--- src/rtl/ex_alu_pkg.sv ---
// Package: shared types for the ALU and its flag register.
// Assumes a 3-bit operation code; the status word is packed in a fixed order.
package ex_alu_pkg;

    typedef enum logic [2:0] {
        OP_ADD  = 3'd0,
        OP_ADC  = 3'd1,
        OP_SUB  = 3'd2,
        OP_SBB  = 3'd3,
        OP_AND  = 3'd4,
        OP_OR   = 3'd5,
        OP_XOR  = 3'd6,
        OP_PASS = 3'd7
    } alu_op_e;

    typedef struct packed {
        logic cf;
        logic pf;
        logic af;
        logic zf;
        logic sf;
        logic of;
    } status_t;

    // True for the operations that feed the adder/subtracter.
    function automatic logic op_is_arith(alu_op_e o);
        return (o == OP_ADD) || (o == OP_ADC) || (o == OP_SUB) || (o == OP_SBB);
    endfunction

    // True for the operations that use the stored carry as carry-in.
    function automatic logic op_uses_carry(alu_op_e o);
        return (o == OP_ADC) || (o == OP_SBB);
    endfunction

    // True for subtract flavours.
    function automatic logic op_is_sub(alu_op_e o);
        return (o == OP_SUB) || (o == OP_SBB);
    endfunction

endpackage

--- src/rtl/ex_alu_lane.sv ---
// Module: ex_alu_lane
// One width-specific ALU slice. Computes the result plus the raw carry,
// nibble carry and signed overflow for a W-bit operation.
// Assumes W >= 5 so that a bit-3-to-bit-4 carry exists.
module ex_alu_lane
    import ex_alu_pkg::*;
#(
    parameter int W = 16
) (
    input  logic [W-1:0] a,
    input  logic [W-1:0] b,
    input  logic         cin,
    input  alu_op_e      op,
    output logic [W-1:0] res,
    output logic         cout,
    output logic         aux,
    output logic         ovf
);

    localparam int NIB = 4;

    logic [W:0] ext;
    logic       sub;

    assign sub = op_is_sub(op);

    // Extended add or subtract including carry/borrow-in.
    always_comb begin
        if (sub) begin
            ext = {1'b0, a} - {1'b0, b} - {{W{1'b0}}, cin};
        end else begin
            ext = {1'b0, a} + {1'b0, b} + {{W{1'b0}}, cin};
        end
    end

    // Result select and raw arithmetic condition bits.
    always_comb begin
        unique case (op)
            OP_AND:  res = a & b;
            OP_OR:   res = a | b;
            OP_XOR:  res = a ^ b;
            OP_PASS: res = b;
            default: res = ext[W-1:0];
        endcase
        cout = ext[W];
        aux  = a[NIB] ^ b[NIB] ^ ext[NIB];
        if (sub) begin
            ovf = (a[W-1] != b[W-1]) && (ext[W-1] != a[W-1]);
        end else begin
            ovf = (a[W-1] == b[W-1]) && (ext[W-1] != a[W-1]);
        end
    end

endmodule

--- src/rtl/ex_alu_datapath.sv ---
// Module: ex_alu_datapath
// Runs a byte lane and a word lane side by side (generated) and selects
// the one chosen by byte_mode. The byte result is zero-extended.
// Assumes BYTE_W < DATA_W.
module ex_alu_datapath
    import ex_alu_pkg::*;
#(
    parameter int DATA_W = 16,
    parameter int BYTE_W = 8
) (
    input  logic [DATA_W-1:0] opa,
    input  logic [DATA_W-1:0] opb,
    input  alu_op_e           op,
    input  logic              byte_mode,
    input  logic              carry_q,
    output logic [DATA_W-1:0] res,
    output logic              cout,
    output logic              aux,
    output logic              ovf
);

    localparam int NLANE = 2;

    logic [DATA_W-1:0] lane_res [NLANE];
    logic              lane_co  [NLANE];
    logic              lane_ax  [NLANE];
    logic              lane_ov  [NLANE];
    logic              cin;

    assign cin = op_uses_carry(op) & carry_q;

    for (genvar g = 0; g < NLANE; g++) begin : g_lane
        localparam int LW = (g == 0) ? BYTE_W : DATA_W;
        logic [LW-1:0] r;
        logic          co;
        logic          ax;
        logic          ov;

        ex_alu_lane #(.W(LW)) u_lane (
            .a    (opa[LW-1:0]),
            .b    (opb[LW-1:0]),
            .cin  (cin),
            .op   (op),
            .res  (r),
            .cout (co),
            .aux  (ax),
            .ovf  (ov)
        );

        assign lane_res[g] = DATA_W'(r);
        assign lane_co[g]  = co;
        assign lane_ax[g]  = ax;
        assign lane_ov[g]  = ov;
    end

    // Pick the lane that matches the requested width.
    always_comb begin
        if (byte_mode) begin
            res  = lane_res[0];
            cout = lane_co[0];
            aux  = lane_ax[0];
            ovf  = lane_ov[0];
        end else begin
            res  = lane_res[1];
            cout = lane_co[1];
            aux  = lane_ax[1];
            ovf  = lane_ov[1];
        end
    end

endmodule

--- src/rtl/ex_alu_flaggen.sv ---
// Module: ex_alu_flaggen
// Forms the next status word from the selected result and raw condition
// bits. Logic operations clear carry/overflow and keep the nibble carry.
// Assumes res is already zero-extended in byte mode.
module ex_alu_flaggen
    import ex_alu_pkg::*;
#(
    parameter int DATA_W = 16,
    parameter int BYTE_W = 8
) (
    input  logic [DATA_W-1:0] res,
    input  logic              cout,
    input  logic              aux,
    input  logic              ovf,
    input  alu_op_e           op,
    input  logic              byte_mode,
    input  logic              af_q,
    output status_t           st_d
);

    logic arith;

    assign arith = op_is_arith(op);

    // Next status word.
    always_comb begin
        st_d.cf = arith & cout;
        st_d.of = arith & ovf;
        st_d.af = arith ? aux : af_q;
        st_d.pf = ~^res[BYTE_W-1:0];
        st_d.zf = byte_mode ? (res[BYTE_W-1:0] == '0) : (res == '0);
        st_d.sf = byte_mode ? res[BYTE_W-1] : res[DATA_W-1];
    end

endmodule

--- src/rtl/ex_alu_flagreg.sv ---
// Module: ex_alu_flagreg
// Holds the six status flags (written by update enable) and the three
// control flags (written only by set/clear strobes, set has priority).
// Synchronous active-low reset clears everything.
module ex_alu_flagreg
    import ex_alu_pkg::*;
(
    input  logic    clk,
    input  logic    rst_n,
    input  logic    we,
    input  status_t st_d,
    input  logic    set_df,
    input  logic    clr_df,
    input  logic    set_if,
    input  logic    clr_if,
    input  logic    set_tf,
    input  logic    clr_tf,
    output status_t st_q,
    output logic    df_q,
    output logic    if_q,
    output logic    tf_q
);

    // Status flag storage.
    always_ff @(posedge clk) begin
        if (!rst_n) begin
            st_q <= '0;
        end else if (we) begin
            st_q <= st_d;
        end
    end

    // Control flag storage, set wins over clear.
    always_ff @(posedge clk) begin
        if (!rst_n) begin
            df_q <= 1'b0;
            if_q <= 1'b0;
            tf_q <= 1'b0;
        end else begin
            if (set_df)      df_q <= 1'b1;
            else if (clr_df) df_q <= 1'b0;
            if (set_if)      if_q <= 1'b1;
            else if (clr_if) if_q <= 1'b0;
            if (set_tf)      tf_q <= 1'b1;
            else if (clr_tf) tf_q <= 1'b0;
        end
    end

endmodule

--- src/rtl/ex_alu.sv ---
// Module: ex_alu (top)
// 16-bit ALU with byte/word width and a registered nine-flag word.
// Result is combinational; flags change only at clock edges.
module ex_alu
    import ex_alu_pkg::*;
#(
    parameter int DATA_W = 16,
    parameter int BYTE_W = 8
) (
    input  logic              clk,
    input  logic              rst_n,
    input  logic [DATA_W-1:0] opa,
    input  logic [DATA_W-1:0] opb,
    input  logic [2:0]        op,
    input  logic              byte_mode,
    input  logic              flag_we,
    input  logic              set_df,
    input  logic              clr_df,
    input  logic              set_if,
    input  logic              clr_if,
    input  logic              set_tf,
    input  logic              clr_tf,
    output logic [DATA_W-1:0] result,
    output logic              cf_o,
    output logic              pf_o,
    output logic              af_o,
    output logic              zf_o,
    output logic              sf_o,
    output logic              of_o,
    output logic              df_o,
    output logic              if_o,
    output logic              tf_o
);

    alu_op_e     op_e;
    status_t     st_d;
    status_t     st_q;
    logic        cout;
    logic        aux;
    logic        ovf;

    assign op_e = alu_op_e'(op);

    ex_alu_datapath #(.DATA_W(DATA_W), .BYTE_W(BYTE_W)) u_dp (
        .opa       (opa),
        .opb       (opb),
        .op        (op_e),
        .byte_mode (byte_mode),
        .carry_q   (st_q.cf),
        .res       (result),
        .cout      (cout),
        .aux       (aux),
        .ovf       (ovf)
    );

    ex_alu_flaggen #(.DATA_W(DATA_W), .BYTE_W(BYTE_W)) u_fg (
        .res       (result),
        .cout      (cout),
        .aux       (aux),
        .ovf       (ovf),
        .op        (op_e),
        .byte_mode (byte_mode),
        .af_q      (st_q.af),
        .st_d      (st_d)
    );

    ex_alu_flagreg u_fr (
        .clk    (clk),
        .rst_n  (rst_n),
        .we     (flag_we),
        .st_d   (st_d),
        .set_df (set_df),
        .clr_df (clr_df),
        .set_if (set_if),
        .clr_if (clr_if),
        .set_tf (set_tf),
        .clr_tf (clr_tf),
        .st_q   (st_q),
        .df_q   (df_o),
        .if_q   (if_o),
        .tf_q   (tf_o)
    );

    assign cf_o = st_q.cf;
    assign pf_o = st_q.pf;
    assign af_o = st_q.af;
    assign zf_o = st_q.zf;
    assign sf_o = st_q.sf;
    assign of_o = st_q.of;

endmodule

--- config.mk ---
export PLATFORM = sky130hd
export DESIGN_NAME = ex_alu
export DESIGN_NICKNAME = d
export VERILOG_FILES = /design/src/rtl/ex_alu_pkg.sv /design/src/rtl/ex_alu_lane.sv /design/src/rtl/ex_alu_datapath.sv /design/src/rtl/ex_alu_flaggen.sv /design/src/rtl/ex_alu_flagreg.sv /design/src/rtl/ex_alu.sv
export SDC_FILE = /design/constraint.sdc
export NUM_CORES = 1
export LEC_CHECK = 0
export ABC_AREA = 1
export BUFFER_PORTS_ARGS = -buffer_cell sky130_fd_sc_hd__clkbuf_2
export CORE_MARGIN = 3
export CORE_UTILIZATION = 50
export CTS_CLUSTER_SIZE = 24
export DETAILED_ROUTE_END_ITERATION = 12
export HOLD_SLACK_MARGIN = 0.15
export PLACE_DENSITY = 0.86
export SYNTH_ARGS = -nofsm -noshare
export SYNTH_HDL_FRONTEND = slang
export SYNTH_SLANG_ARGS = --single-unit
--- constraint.sdc ---
create_clock -name clk -period 3.2 [get_ports clk]
set_clock_uncertainty 0.2 [all_clocks]
set_input_delay 0.16 -clock clk [delete_from_list [all_inputs] [get_ports clk]]
set_output_delay 0.16 -clock clk [all_outputs]
set_load 0.02 [all_outputs]
### Word level (Yosys, flattened, before mapping)

Cells that the tools add are included.

* output and inout bits: 25
* word-level logic and storage cells: 77
* memory bits (read-only): 0
* RAM bits: 0
* memories: 0
* register bits: 9
* latch bits: 0

* bitwise logic cells: 12
* reductions and logical operators: 17
* eq/ne operators: 13
* magnitude comparators: 0
* muxes and demuxes: 18
* divide/modulo/power cells: 0
* $add $sub $neg: 8
* shift-type cells: 0
* $mul: 0

Operators by type and width (count)
* one-hot mux 16 bit (4 select lines): 1
* one-hot mux 8 bit (4 select lines): 1
* adder 16 x 16 -> 17 bit: 1
* adder 17 x 1 -> 17 bit: 1
* 2-to-1 mux 17 bit: 1
* subtractor 16 x 16 -> 17 bit: 1
* subtractor 17 x 1 -> 17 bit: 1
* bitwise AND 16 bit: 1
* logical NOT 16 bit: 1
* 2-to-1 mux 16 bit: 1
* OR 16 bit: 1
* XOR 16 bit: 1
* 2-to-1 mux 1 bit: 13
* equality test 3 bit (second input constant): 4
* adder 8 x 8 -> 9 bit: 1
* adder 9 x 1 -> 9 bit: 1
* 2-to-1 mux 9 bit: 1
* subtractor 8 x 8 -> 9 bit: 1
* subtractor 9 x 1 -> 9 bit: 1
* bitwise AND 8 bit: 1
* logical NOT 8 bit: 1
* OR 8 bit: 1
* XNOR reduction 8 bit: 1
* XOR 8 bit: 1
* other kinds (11): 29

### Longest topological paths before layout

* depth after elaboration: 10
* depth in mapped cells: 23

### Hierarchy

A second synthesis with hierarchy kept.

* cell total of the unflattened synthesis: 879
* area total of the unflattened synthesis: 5104.9 sq um

Modules (own cells, without submodules)
* ex_alu_lane at u_dp.g_lane[1].u_lane: area each 2955.3 sq um, cells an instance 509, seq. area each 0.0 sq um, times used 1
* ex_alu_lane at u_dp.g_lane[0].u_lane: area each 1410.1 sq um, cells an instance 240, seq. area each 0.0 sq um, times used 1
* ex_alu_flagreg: area each 311.5 sq um, cells an instance 41, seq. area each 180.2 sq um, times used 1
* ex_alu_datapath: area each 239.0 sq um, cells an instance 55, seq. area each 0.0 sq um, times used 1
* ex_alu_flaggen: area each 188.9 sq um, cells an instance 34, seq. area each 0.0 sq um, times used 1

### Worst setup path after synthesis

OpenSTA, ideal clock, no wires.

* kind: input to register
* from: input port op[2]
* to: register u_fr.st_q[4] (netlist name)
* data required time: 2.883 ns
* slack: -0.253 ns
* arrival time: 3.136 ns
* library setup time: 0.117 ns
* cell stages on the path: 15
* path buffers: 1
* cell sequence: inv_2 clkbuf_1 nand3_1 fa_1 fa_1 nand2_1 o21ai_0 xor2_1 o21ai_0 inv_1 ha_1 xnor2_1 nor2_1 o221ai_1 inv_1

* longest elaborated chain between the ends: 8
* elaborated cells on any way between the ends: 20
* classes of those cells: add/sub (4); eq/ne (7); mux (5); bitwise (1); reduce/logical (3)

Ends and longest elaborated chain
* from (decl): RTL line ex_alu.sv:14 `input logic [2:0] op,`
* equality test 3 x 1 -> 1 bit or equality test 3 x 2 -> 1 bit (tied branches): RTL line ex_alu_pkg.sv:32, ex_alu_pkg.sv:37
* logical OR 1 bit: RTL line ex_alu_pkg.sv:32 `return (o == OP_ADC) || (o == OP_SBB);`
* bitwise AND 1 bit: RTL line ex_alu_datapath.sv:30 `assign cin = op_uses_carry(op) & carry_q;`
* adder 17 x 1 -> 17 bit, or another cell as far along: RTL line ex_alu_lane.sv:32 `ext = {1'b0, a} + {1'b0, b} + {{W{1'b0}}, cin};`
* 2-to-1 mux 17 bit or 2-to-1 mux 9 bit (tied branches): RTL line ex_alu_lane.sv:29 `if (sub) begin`
* one-hot mux 16 bit (4 select lines) or one-hot mux 8 bit (4 select lines) (tied branches): RTL line ex_alu_lane.sv:38 `unique case (op)`
* 2-to-1 mux 16 bit *: RTL line ex_alu_datapath.sv:58 `if (byte_mode) begin`
* via result[2]: RTL line ex_alu.sv:23 `output logic [DATA_W-1:0] result,`
* XNOR reduction 8 bit *: RTL line ex_alu_flaggen.sv:30 `st_d.pf = ~^res[BYTE_W-1:0];`

The timed path passes the listed nets; every way through them passes the cells marked *.
A chain may end at the register's enable or synchronous reset.

### Final worst setup path

* from: register u_fr.st_q[5] (netlist name)
* to: register u_fr.st_q[4] (netlist name)

* longest elaborated chain between the ends: 6
* elaborated cells on any way between the ends: 11
* classes of those cells: add/sub (4); mux (5); bitwise (1); reduce/logical (1)

Ends and longest elaborated chain (RTL line)
* bitwise AND 1 bit *: ex_alu_datapath.sv:30
* adder 17 x 1 -> 17 bit, or another cell as far along: ex_alu_lane.sv:32
* 2-to-1 mux 17 bit or 2-to-1 mux 9 bit (tied branches): ex_alu_lane.sv:29
* one-hot mux 16 bit (4 select lines) or one-hot mux 8 bit (4 select lines) (tied branches): ex_alu_lane.sv:38
* 2-to-1 mux 16 bit *: ex_alu_datapath.sv:58
* XNOR reduction 8 bit *: ex_alu_flaggen.sv:30

Mark *: on every way between the ends. The rest lies on a longest branch, timed or not.

==> impl_metrics.json <==
{
  "fin_crit_ns": 3.141,
  "setup-tns-final_ns": 0,
  "wire_per_inst_um": 15.40,
  "synthesis.nets": 800,
  "finalSetupViolCount": 0,
  "cts_tree": "done",
  "clock_latency_ns": 0.24,
  "synth_compound_gate_area_share": 0.1567,
  "synth_top_family_by_area": "simple AND/OR/NAND/NOR gates",
  "relSlewSlack": 0.6964,
  "path_cells": "nand3_4 > inv_2 > fa_1 > inv_2 > ha_2 > inv_2 > nand2_4 > nand2_1 > nand2_2 > buf_4 > nand2_1 > nand3_1 > a31oi_1 > buf_4 > ha_1 > xnor2_2 > nand2_1 > nand2_1 > o221ai_2 > inv_1",
  "synthCells": 685,
  "fp.coreArea_sq_um": 7331,
  "final_cell_mix": "nand2_1 (188), inv_1 (149), clkbuf_2 (68)",
  "worstPathRequired_ns": 3.14,
  "crit_family": "adder cells",
  "cp_slowest_cell": "fa_1",
  "clock-sinks": 9,
  "outcome": "completed",
  "cp_slowest_stage_delay_ns": 0.55,
  "clk_path_buf_depth": 2,
  "synth-simple-area-share": 0.3642,
  "grt_pass1_vias": 4608,
  "synth-xor-area-share": 0.02074,
  "pin_count": 70,
  "clk_pin_slew_ns": 0.05,
  "nNetsFinal": 905,
  "peakVddDrop_v": 0.0001375,
  "h-tree-depth": 1,
  "grt_start_max_net_pins": 23,
  "drv_cap": 0,
  "place_congestion": 1.034,
  "drv_slew": 0,
  "areaGrowthSynthToFinish_pct": 24.10,
  "first_pass_iters": 6,
  "synthMuxAreaShare": 0,
  "synth-edff-count": 0,
  "cp_common_cell": "nand2_1",
  "ys_ff_latch": 9,
  "synthFlopType": "dfxtp_1",
  "timing.final.crit_share": 0.9816,
  "ys_types": 40,
  "row_count": 31,
  "critPathCaptureType": "flop",
  "yosysSeqAreaShare": 0.04742,
  "numCtsBuffers": 3,
  "portBuffers": 69,
  "timing.fmax_mhz": 318.3,
  "synth-adder-area-share": 0.2384,
  "yosys_warnings": 0,
  "drt-met1-wl_um": 5437,
  "hold_viol": 0,
  "hpwl_um": 10770,
  "dieArea_sq_um": 8682,
  "cts-root-buf": "clkbuf_8",
  "stdcell_count": 888,
  "vias": 4902,
  "worst-path-buf-inv": 6,
  "drcViolationCount": 0,
  "worst_pin_slew_ns": 0.4537,
  "avgSynthCellArea_sq_um": 5.547,
  "dp.cells": 872,
  "grt_pass1_wl_um": 21150,
  "maxUsedRoutingLayer": "met4",
  "antenna_found_initial": 0,
  "crit_fanout": 2,
  "routed_wl_um": 13680,
  "antenna_left": 0,
  "grt_util_all_layers": 0.3014,
  "antenna_cells": 0,
  "synth-async-reset-ratio": 0,
  "initial_core_util": 0.5183,
  "fp.dieW_um": 93.18,
  "worst-setup-path-type": "flop to flop",
  "startpoint_type": "flop",
  "dr.first_iter.drc_count": 495,
  "power.leakage_nw": 2.855,
  "via_per_inst": 5.520,
  "wl_met2_um": 6504,
  "holdWs_ns": 0.1652,
  "hold_class": "input pin to flop",
  "syn_area_sq_um": 3800,
  "rsz0062_at_grt": "yes",
  "wl_met3_um": 1057,
  "final_common_cell": "nand2_1",
  "dieHeight_um": 93.18,
  "grt.overflow.total": 0,
  "drive_gt1_frac": 0.1926,
  "final_util": 0.6433,
  "power_density_nw_per_um2": 271.0,
  "critPathArrivalTime_ns": 3.08
}
worst register-to-register path, stage by stage, from the launching register on:
cell      delay [ns]
dfxtp_2         0.34
nand3_4         0.08
inv_2           0.05
fa_1            0.55
inv_2           0.05
ha_2            0.17
inv_2           0.07
nand2_4         0.06
nand2_1         0.10
nand2_2         0.07
buf_4           0.13
nand2_1         0.05
nand3_1         0.08
a31oi_1         0.14
buf_4           0.15
ha_1            0.26
xnor2_2         0.17
nand2_1         0.08
nand2_1         0.06
o221ai_2        0.15
inv_1           0.06
cell type report:
class,count,area (sq um)
inverters,157,591.8
well taps,99,123.9
clock buffers,4,45.04
fillers,690,2615
flip-flops and latches,9,181.4
repair buffers,110,683.2
multi-input cells,509,3090
logic make-up (layout without fill, tap and decap cells):
kind of cell / count (synthesis) / count (layout)
XOR/XNOR: 9 / 9
AO/OA/AOI/OAI: 104 / 104
buffers and inverters: 167 / 271
flip-flops: 9 / 9
adder cells (fa/ha/maj): 70 / 70
AND/OR/NAND/NOR: 326 / 326
final timing paths:
path                            cells past startpoint                   endpoint  slack (ns)                       from
worst max-delay path                               20  u_fr.st_q[4]$_SDFFE_PN0P_        0.06  u_fr.st_q[5]$_SDFFE_PN0P_
worst min-delay path                                6  u_fr.st_q[0]$_SDFFE_PN0P_        0.17                    opa[15]
worst max register to register                     20  u_fr.st_q[4]$_SDFFE_PN0P_        0.06  u_fr.st_q[5]$_SDFFE_PN0P_
worst min register to register                      2  u_fr.st_q[0]$_SDFFE_PN0P_        0.28  u_fr.st_q[0]$_SDFFE_PN0P_
through the flow:
stage / power, mW / cell area, sq um / setup WS [ns]
after global placement: 1.013 / 4424 / 0.0005362
final: 1.278 / 4716 / 0.05878
after global routing: 1.384 / 4716 / -0.1074
after floorplan: 0.7385 / 3802 / 0.05907
after detailed placement: 1.031 / 4424 / -0.1346
after CTS: 1.212 / 4632 / 0.003065
Yosys cell counts, types with 2 or more instances:
cell / number / share of area
buf_4: 4 / 0.0079
o21ai_0: 25 / 0.033
clkbuf_1: 2 / 0.0020
inv_2: 4 / 0.0040
and2_1: 4 / 0.0066
buf_2: 3 / 0.0040
dfxtp_1: 9 / 0.047
o22ai_1: 16 / 0.026
nand3_2: 8 / 0.021
nand4_1: 4 / 0.0066
nor3_1: 4 / 0.0053
a21oi_1: 45 / 0.059
nor2_1: 51 / 0.050
nand2_1: 196 / 0.19
a31oi_1: 2 / 0.0033
nor2_2: 2 / 0.0033
xor2_1: 6 / 0.014
fa_1: 4 / 0.021
a211oi_1: 3 / 0.0059
o221ai_1: 3 / 0.0069
nand2_2: 2 / 0.0033
ha_1: 66 / 0.22
o21ai_1: 2 / 0.0026
nand3_1: 51 / 0.067
xnor2_1: 3 / 0.0069
inv_1: 152 / 0.15
state kept, by name, indices dropped and copies added, names as in the netlist:
signal     cells
u_fr.df_q      1
u_fr.if_q      1
u_fr.st_q      6
u_fr.tf_q      1
report_power, final:
part / leakage (nW) / switching (mW) / internal, mW
sequential: 0.0747 / 0.00687 / 0.121
combinational: 2.76 / 0.625 / 0.381
clock: 0.0228 / 0.0559 / 0.0878
total: 2.85 / 0.688 / 0.590
metal layers:
layer	vias up	GRT usage
met1	2188	0.3618
met3	74	0.02977
met5	-	0
li1	2360	-
met2	280	0.5345
met4	0	0.1453
repair_timing:
item | in CTS | in global routing
endpoints found under the hold margin | 8 | 0
pin swaps | 1 | 12
hold buffers | 11 | 0
resized for setup | 9 | 26
setup buffers | 0 | 1
setup endpoints to repair | 3 | 10
No activity file was read; power rests on OpenSTA's default activity.
